File: src/rtl/i2c_sq_pkg.sv
package i2c_sq_pkg;

    typedef enum logic [2:0] {
        PH_IDLE     = 3'd0,
        PH_ADDR     = 3'd1,
        PH_ADDR_END = 3'd2,
        PH_ACK      = 3'd3,
        PH_PASS     = 3'd4
    } phase_e;

    // Bus events derived from the synchronised line samples
    typedef struct packed {
        logic start;
        logic stop;
        logic scl_rise;
        logic scl_fall;
        logic sda;
    } bus_ev_t;

endpackage

File: src/rtl/i2c_sq_sync.sv
module i2c_sq_sync #(
    parameter int STAGES = 2,
    parameter int WIDTH  = 2
) (
    input  logic             clk,
    input  logic             rst_n,
    input  logic [WIDTH-1:0] din,
    output logic [WIDTH-1:0] dout
);

    typedef struct packed {
        logic [STAGES-1:0][WIDTH-1:0] chain;
    } sync_st_t;

    sync_st_t st_d, st_q;

    always_comb begin
        st_d = st_q;
        for (int s = 0; s < STAGES; s++) begin
            if (s == 0) begin
                st_d.chain[s] = din;
            end else begin
                st_d.chain[s] = st_q.chain[s-1];
            end
        end
    end

    // Idle bus lines are high, so the chain resets to ones
    always_ff @(posedge clk or negedge rst_n) begin
        if (!rst_n) begin
            st_q <= '1;
        end else begin
            st_q <= st_d;
        end
    end

    assign dout = st_q.chain[STAGES-1];

endmodule

File: src/rtl/i2c_sq_cond_det.sv
module i2c_sq_cond_det
    import i2c_sq_pkg::*;
(
    input  logic    clk,
    input  logic    rst_n,
    input  logic    scl_s,
    input  logic    sda_s,
    output bus_ev_t ev
);

    typedef struct packed {
        logic scl_p;
        logic sda_p;
    } det_st_t;

    det_st_t st_d, st_q;

    always_comb begin
        st_d       = st_q;
        st_d.scl_p = scl_s;
        st_d.sda_p = sda_s;
    end

    always_ff @(posedge clk or negedge rst_n) begin
        if (!rst_n) begin
            st_q <= '1;
        end else begin
            st_q <= st_d;
        end
    end

    // Conditions need SCL high in both samples around the SDA edge
    always_comb begin
        ev.start    = scl_s & st_q.scl_p & st_q.sda_p & ~sda_s;
        ev.stop     = scl_s & st_q.scl_p & ~st_q.sda_p & sda_s;
        ev.scl_rise = scl_s & ~st_q.scl_p;
        ev.scl_fall = ~scl_s & st_q.scl_p;
        ev.sda      = sda_s;
    end

endmodule

File: src/rtl/i2c_sq_addr.sv
module i2c_sq_addr
    import i2c_sq_pkg::*;
#(
    parameter int ADDR_W = 7
) (
    input  logic              clk,
    input  logic              rst_n,
    input  bus_ev_t           ev,
    input  logic [ADDR_W-1:0] own_addr,
    output logic              match_pulse,
    output logic              sda_oe
);

    localparam int BYTE_W = ADDR_W + 1;
    localparam int CNT_W  = $clog2(BYTE_W);

    typedef struct packed {
        phase_e            phase;
        logic [BYTE_W-1:0] shreg;
        logic [CNT_W-1:0]  cnt;
        logic              match_p;
    } addr_st_t;

    addr_st_t st_d, st_q;

    always_comb begin
        st_d         = st_q;
        st_d.match_p = 1'b0;
        if (ev.stop) begin
            st_d.phase = PH_IDLE;
            st_d.cnt   = '0;
        end else if (ev.start) begin
            st_d.phase = PH_ADDR;
            st_d.cnt   = '0;
        end else begin
            case (st_q.phase)
                PH_ADDR: begin
                    if (ev.scl_rise) begin
                        st_d.shreg = {st_q.shreg[BYTE_W-2:0], ev.sda};
                        if (st_q.cnt == CNT_W'(BYTE_W - 1)) begin
                            st_d.phase = PH_ADDR_END;
                            st_d.cnt   = '0;
                        end else begin
                            st_d.cnt = st_q.cnt + 1'b1;
                        end
                    end
                end
                PH_ADDR_END: begin
                    if (ev.scl_fall) begin
                        if (st_q.shreg[BYTE_W-1:1] == own_addr) begin
                            st_d.phase   = PH_ACK;
                            st_d.match_p = 1'b1;
                        end else begin
                            st_d.phase = PH_PASS;
                        end
                    end
                end
                PH_ACK: begin
                    if (ev.scl_fall) begin
                        st_d.phase = PH_PASS;
                    end
                end
                default: st_d.phase = st_q.phase;
            endcase
        end
    end

    always_ff @(posedge clk or negedge rst_n) begin
        if (!rst_n) begin
            st_q.phase   <= PH_IDLE;
            st_q.shreg   <= '0;
            st_q.cnt     <= '0;
            st_q.match_p <= 1'b0;
        end else begin
            st_q <= st_d;
        end
    end

    assign match_pulse = st_q.match_p;
    assign sda_oe      = (st_q.phase == PH_ACK);

endmodule

File: src/rtl/i2c_sq_flag.sv
module i2c_sq_flag (
    input  logic clk,
    input  logic rst_n,
    input  logic start_det,
    input  logic stop_det,
    input  logic match_pulse,
    input  logic group_cmd_en,
    input  logic stop_flag_clr,
    output logic stop_flag,
    output logic addressed,
    output logic bus_busy
);

    typedef struct packed {
        logic busy;
        logic addressed;
        logic flag;
    } flag_st_t;

    flag_st_t st_d, st_q;
    logic     qualify;

    always_comb begin
        st_d    = st_q;
        qualify = st_q.addressed | match_pulse | group_cmd_en;

        if (stop_det) begin
            st_d.busy = 1'b0;
        end else if (start_det) begin
            st_d.busy = 1'b1;
        end

        if (stop_det) begin
            st_d.addressed = 1'b0;
        end else if (match_pulse) begin
            st_d.addressed = 1'b1;
        end

        // A qualifying STOP wins over a clear in the same cycle
        if (stop_det && qualify) begin
            st_d.flag = 1'b1;
        end else if (stop_flag_clr) begin
            st_d.flag = 1'b0;
        end
    end

    always_ff @(posedge clk or negedge rst_n) begin
        if (!rst_n) begin
            st_q <= '0;
        end else begin
            st_q <= st_d;
        end
    end

    assign stop_flag = st_q.flag;
    assign addressed = st_q.addressed;
    assign bus_busy  = st_q.busy;

endmodule

File: src/rtl/i2c_stop_qualifier.sv
module i2c_stop_qualifier
    import i2c_sq_pkg::*;
#(
    parameter int ADDR_W      = 7,
    parameter int SYNC_STAGES = 2
) (
    input  logic              clk,
    input  logic              rst_n,
    input  logic              scl_in,
    input  logic              sda_in,
    input  logic [ADDR_W-1:0] own_addr,
    input  logic              group_cmd_en,
    input  logic              stop_flag_clr,
    output logic              sda_oe,
    output logic              stop_flag,
    output logic              addressed,
    output logic              bus_busy
);

    localparam int LINES = 2;

    logic [LINES-1:0] lines_s;
    bus_ev_t          ev;
    logic             start_det;
    logic             stop_det;
    logic             match_pulse;

    i2c_sq_sync #(
        .STAGES (SYNC_STAGES),
        .WIDTH  (LINES)
    ) u_sync (
        .clk   (clk),
        .rst_n (rst_n),
        .din   ({scl_in, sda_in}),
        .dout  (lines_s)
    );

    i2c_sq_cond_det u_det (
        .clk   (clk),
        .rst_n (rst_n),
        .scl_s (lines_s[1]),
        .sda_s (lines_s[0]),
        .ev    (ev)
    );

    assign start_det = ev.start;
    assign stop_det  = ev.stop;

    i2c_sq_addr #(
        .ADDR_W (ADDR_W)
    ) u_addr (
        .clk         (clk),
        .rst_n       (rst_n),
        .ev          (ev),
        .own_addr    (own_addr),
        .match_pulse (match_pulse),
        .sda_oe      (sda_oe)
    );

    i2c_sq_flag u_flag (
        .clk           (clk),
        .rst_n         (rst_n),
        .start_det     (start_det),
        .stop_det      (stop_det),
        .match_pulse   (match_pulse),
        .group_cmd_en  (group_cmd_en),
        .stop_flag_clr (stop_flag_clr),
        .stop_flag     (stop_flag),
        .addressed     (addressed),
        .bus_busy      (bus_busy)
    );

endmodule

File: config.mk
export PLATFORM = sky130hd
export DESIGN_NAME = i2c_stop_qualifier
export DESIGN_NICKNAME = d
export VERILOG_FILES = /design/src/rtl/i2c_sq_pkg.sv /design/src/rtl/i2c_sq_sync.sv /design/src/rtl/i2c_sq_cond_det.sv /design/src/rtl/i2c_sq_addr.sv /design/src/rtl/i2c_sq_flag.sv /design/src/rtl/i2c_stop_qualifier.sv
export SDC_FILE = /design/constraint.sdc
export NUM_CORES = 1
export LEC_CHECK = 0
export BUFFER_PORTS_ARGS = -buffer_cell sky130_fd_sc_hd__buf_2
export CORE_MARGIN = 2
export CORE_UTILIZATION = 35
export DETAILED_ROUTE_END_ITERATION = 6
export GPL_TIMING_DRIVEN = 0
export SYNTH_ARGS = -nofsm -noshare
export SYNTH_HDL_FRONTEND = slang
export SYNTH_SLANG_ARGS = --single-unit
export TNS_END_PERCENT = 50
File: constraint.sdc
create_clock -name clk -period 2.3 [get_ports clk]
set_input_delay 0.46 -clock clk [delete_from_list [all_inputs] [get_ports clk]]
set_output_delay 0.46 -clock clk [all_outputs]
set_load 0.1 [all_outputs]
==> out/results.ini <==
[floorplanning]
coreArea_mm2 = 0.00283
die_area_mm2 = 0.00349
num_rows = 19
die_h_um = 59.1
num_io_pins = 17
die_x_um = 59.1
initial_core_util = 0.375

[logic_synthesis]
synthFlopType = dfrtp_1
yosysWarnings = 0
seq_area_frac_synth = 0.572
synth-xor-area-share = 0.0660
yosysTopAreaCellShare = 0.424
synth_compound_area_frac = 0.0766
synth.mux.area_fraction = 0.104
async_reset_ff_frac = 1.00
synth_edf_count = 0
syn_inst = 80
syn-num-nets = 95
synth_fa_ha_area_frac = 0.0236
synthTopCellsByArea = dfrtp_1 42%, dfstp_2 15%, mux2_1 8.5%
synth.distinct_cells = 31
yosys.area_share.simple = 0.144
yosysMostFrequentCell = dfrtp_1
synth_area_leader_cell = dfrtp_1
syn_area_per_cell_um2 = 13.3
syn-cell-area_mm2 = 0.00106
synth_top_family_by_area = simple AND/OR/NAND/NOR gates
ys_ff_latch = 24
synthTopCellsByCount = 18 x dfrtp_1, 8 x mux2_1, 6 x dfstp_2

[clocking]
clk_pin_slew_ns = 0.13
clock_latency_ns = 0.31
cts_buffer_depth = 2
holdBufCountCts = 0
postCtsSetupBuffers = 0
cts_tree = done
post_cts_resized = 0
clock_sinks = 24
cts_buffers = 3
h-tree-depth = 1
cts_root_buf = clkbuf_4

[sta]
grt_setup_unrepaired = no
setup_viol = 0
whs_ns = 0.105
timing.setup.tns_ns = 0
relSlewSlack = 0.652
clock_skew_ns = 0.000887
period_needed_ns = 1.85
hold_viol = 0
max_freq_mhz = 541
worst_pin_slew_ns = 0.522
slew_viol_final = 0
period_share = 0.804

[worst_setup_path]
worstSetupEndpointType = output port
path_buf_inv = 1
crit_family = flip-flops
worst-setup-path-type = register to output port
r2r_slack_ns = 0.55
r2r-end = u_addr.st_q[6]
cp_data_arrival_time_ns = 1.39
start_kind = register
worstPathCellList = and3b_1 -> buf_2
r2r_start = u_sync.dout[1]
max_stage_delay_ns = 0.44
cp_slowest_cell = dfrtp_1
worstRegToRegCells = 4
cp_data_required_time_ns = 1.84
critical_path.max_fanout = 6

[power_and_ir_drop]
clkPwrFrac = 0.191
p_per_area_mw_per_mm2 = 938
seq_power_share = 0.546
leakage_nw = 0.588
p_int_mw = 0.781
irDropWorstVdd_mv = 0.253
p_comb_frac = 0.263
swShare = 0.316
power.switching_mw = 0.361

[global_routing]
grt_max_degree = 25
antenna_found_initial = 0
grt_pass1_wl_um = 2930
grt_usage = 0.114
overflow = 0
grt_pass1_vias = 683

[routing]
wl_per_cell_um = 12.7
drc = 0
routed_wl_um = 1670
drt_first_pass_iters = 2
vias = 681
final_antenna_net_count = 0
viasPerCell = 5.20
dr.first_iter.drc_count = 17

[cells_and_area]
seq_area_um2 = 608
nNetsFinal = 116
fill_cells = 266
areaGrowthSynthToFinish_pct = 14.6
drive_gt1_frac = 0.300
n_antenna_cell = 0
multiInputGateArea_um2 = 439

[min_path]
hp-class = input pin to async pin

[place]
numPortBuffers = 16
gp_congestion = 0.729
hpwlAfterDp_um = 1240

[run_status]
outcome = complete, no violations

[job]
cap_violations = 0

## cells by family (layout without fill, tap and decap cells)
group                    after synthesis  count (layout)
flip-flops                            24              24
AND/OR/NAND/NOR                       22              22
AO/OA/AOI/OAI                         12              12
multiplexers                          10              10
XOR/XNOR                               8               8
adder cells (fa/ha/maj)                2               2
buffers and inverters                  2              22
## power groups by stage
stage	clock, mW	sequential [mW]	combinational (mW)
2_1_floorplan	0	0.626	0.231
3_3_place_gp	0	0.630	0.294
3_5_place_dp	0	0.634	0.304
4_1_cts	0.230	0.624	0.307
5_1_grt	0.247	0.643	0.338
6_report	0.218	0.623	0.300
## final cells by class
cell class,count,area share
Inverter,1,0.00308
Tap cell,31,0.0319
Sequential cell,24,0.499
Timing Repair Buffer,16,0.0658
Multi-Input combinational cell,54,0.361
Clock buffer,4,0.0298
Buffer,1,0.00925
## flip-flops by register name (all words and copies together) (netlist names)
signal,flops
u_addr.st_q,14
u_det.st_q,2
u_sync.dout,2
u_sync.st_d,2
u_addr.match_pulse,1
u_flag.addressed,1
u_flag.bus_busy,1
u_flag.stop_flag,1
## stage by stage
stage | total power, mW | std cells | cell area [um2] | worst slack (ns) | utilization
3_5_place_dp | 0.938 | 127 | 1180 | 0.574 | 0.418
4_1_cts | 1.16 | 131 | 1220 | 0.421 | 0.430
6_report | 1.14 | 131 | 1220 | 0.451 | 0.430
3_3_place_gp | 0.924 | 127 | 1180 | 0.596 | 0.418
5_1_grt | 1.23 | 131 | 1220 | 0.370 | 0.430
2_1_floorplan | 0.857 | 80 | 1060 | 0.602 | -
## layer usage
layer	up-vias	global-route usage	share of wire
li1	327	-	-
met1	339	0.140	0.48
met2	13	0.183	0.47
met3	2	0.0262	0.035
met4	0	0.0682	0.010
met5	-	0	0
## cell usage in the layout (no fill, tap or decap), drive strengths merged, types with 2 or more instances in the layout
| cell | synthesis | final |
|---|---|---|
| a21o | 2 | 2 |
| a31oi | 2 | 2 |
| and3b | 4 | 4 |
| buf | 1 | 17 |
| clkbuf | 0 | 4 |
| dfrtp | 18 | 18 |
| dfstp | 6 | 6 |
| ha | 2 | 2 |
| mux2 | 8 | 8 |
| mux2i | 2 | 2 |
| nand2 | 2 | 2 |
| nand3 | 2 | 2 |
| nor2 | 4 | 4 |
| nor3 | 2 | 2 |
| o21ai | 2 | 2 |
| o22ai | 2 | 2 |
| xnor2 | 4 | 4 |
| xor2 | 4 | 4 |
## worst max-delay path by stage
stage / to / from / depth (start not counted) / slack (ns)
2_1_floorplan: sda_oe / u_addr.st_q[14] / 1 / 0.60
3_3_place_gp: u_addr.st_q[14] / own_addr[6] / 5 / 0.60
3_5_place_dp: u_addr.st_q[6] / u_sync.dout[1] / 4 / 0.57
4_1_cts: sda_oe / u_addr.st_q[14] / 2 / 0.42
5_1_grt: sda_oe / u_addr.st_q[14] / 2 / 0.37
6_report: sda_oe / u_addr.st_q[14] / 2 / 0.45
Power figures use the tool's default switching activity.
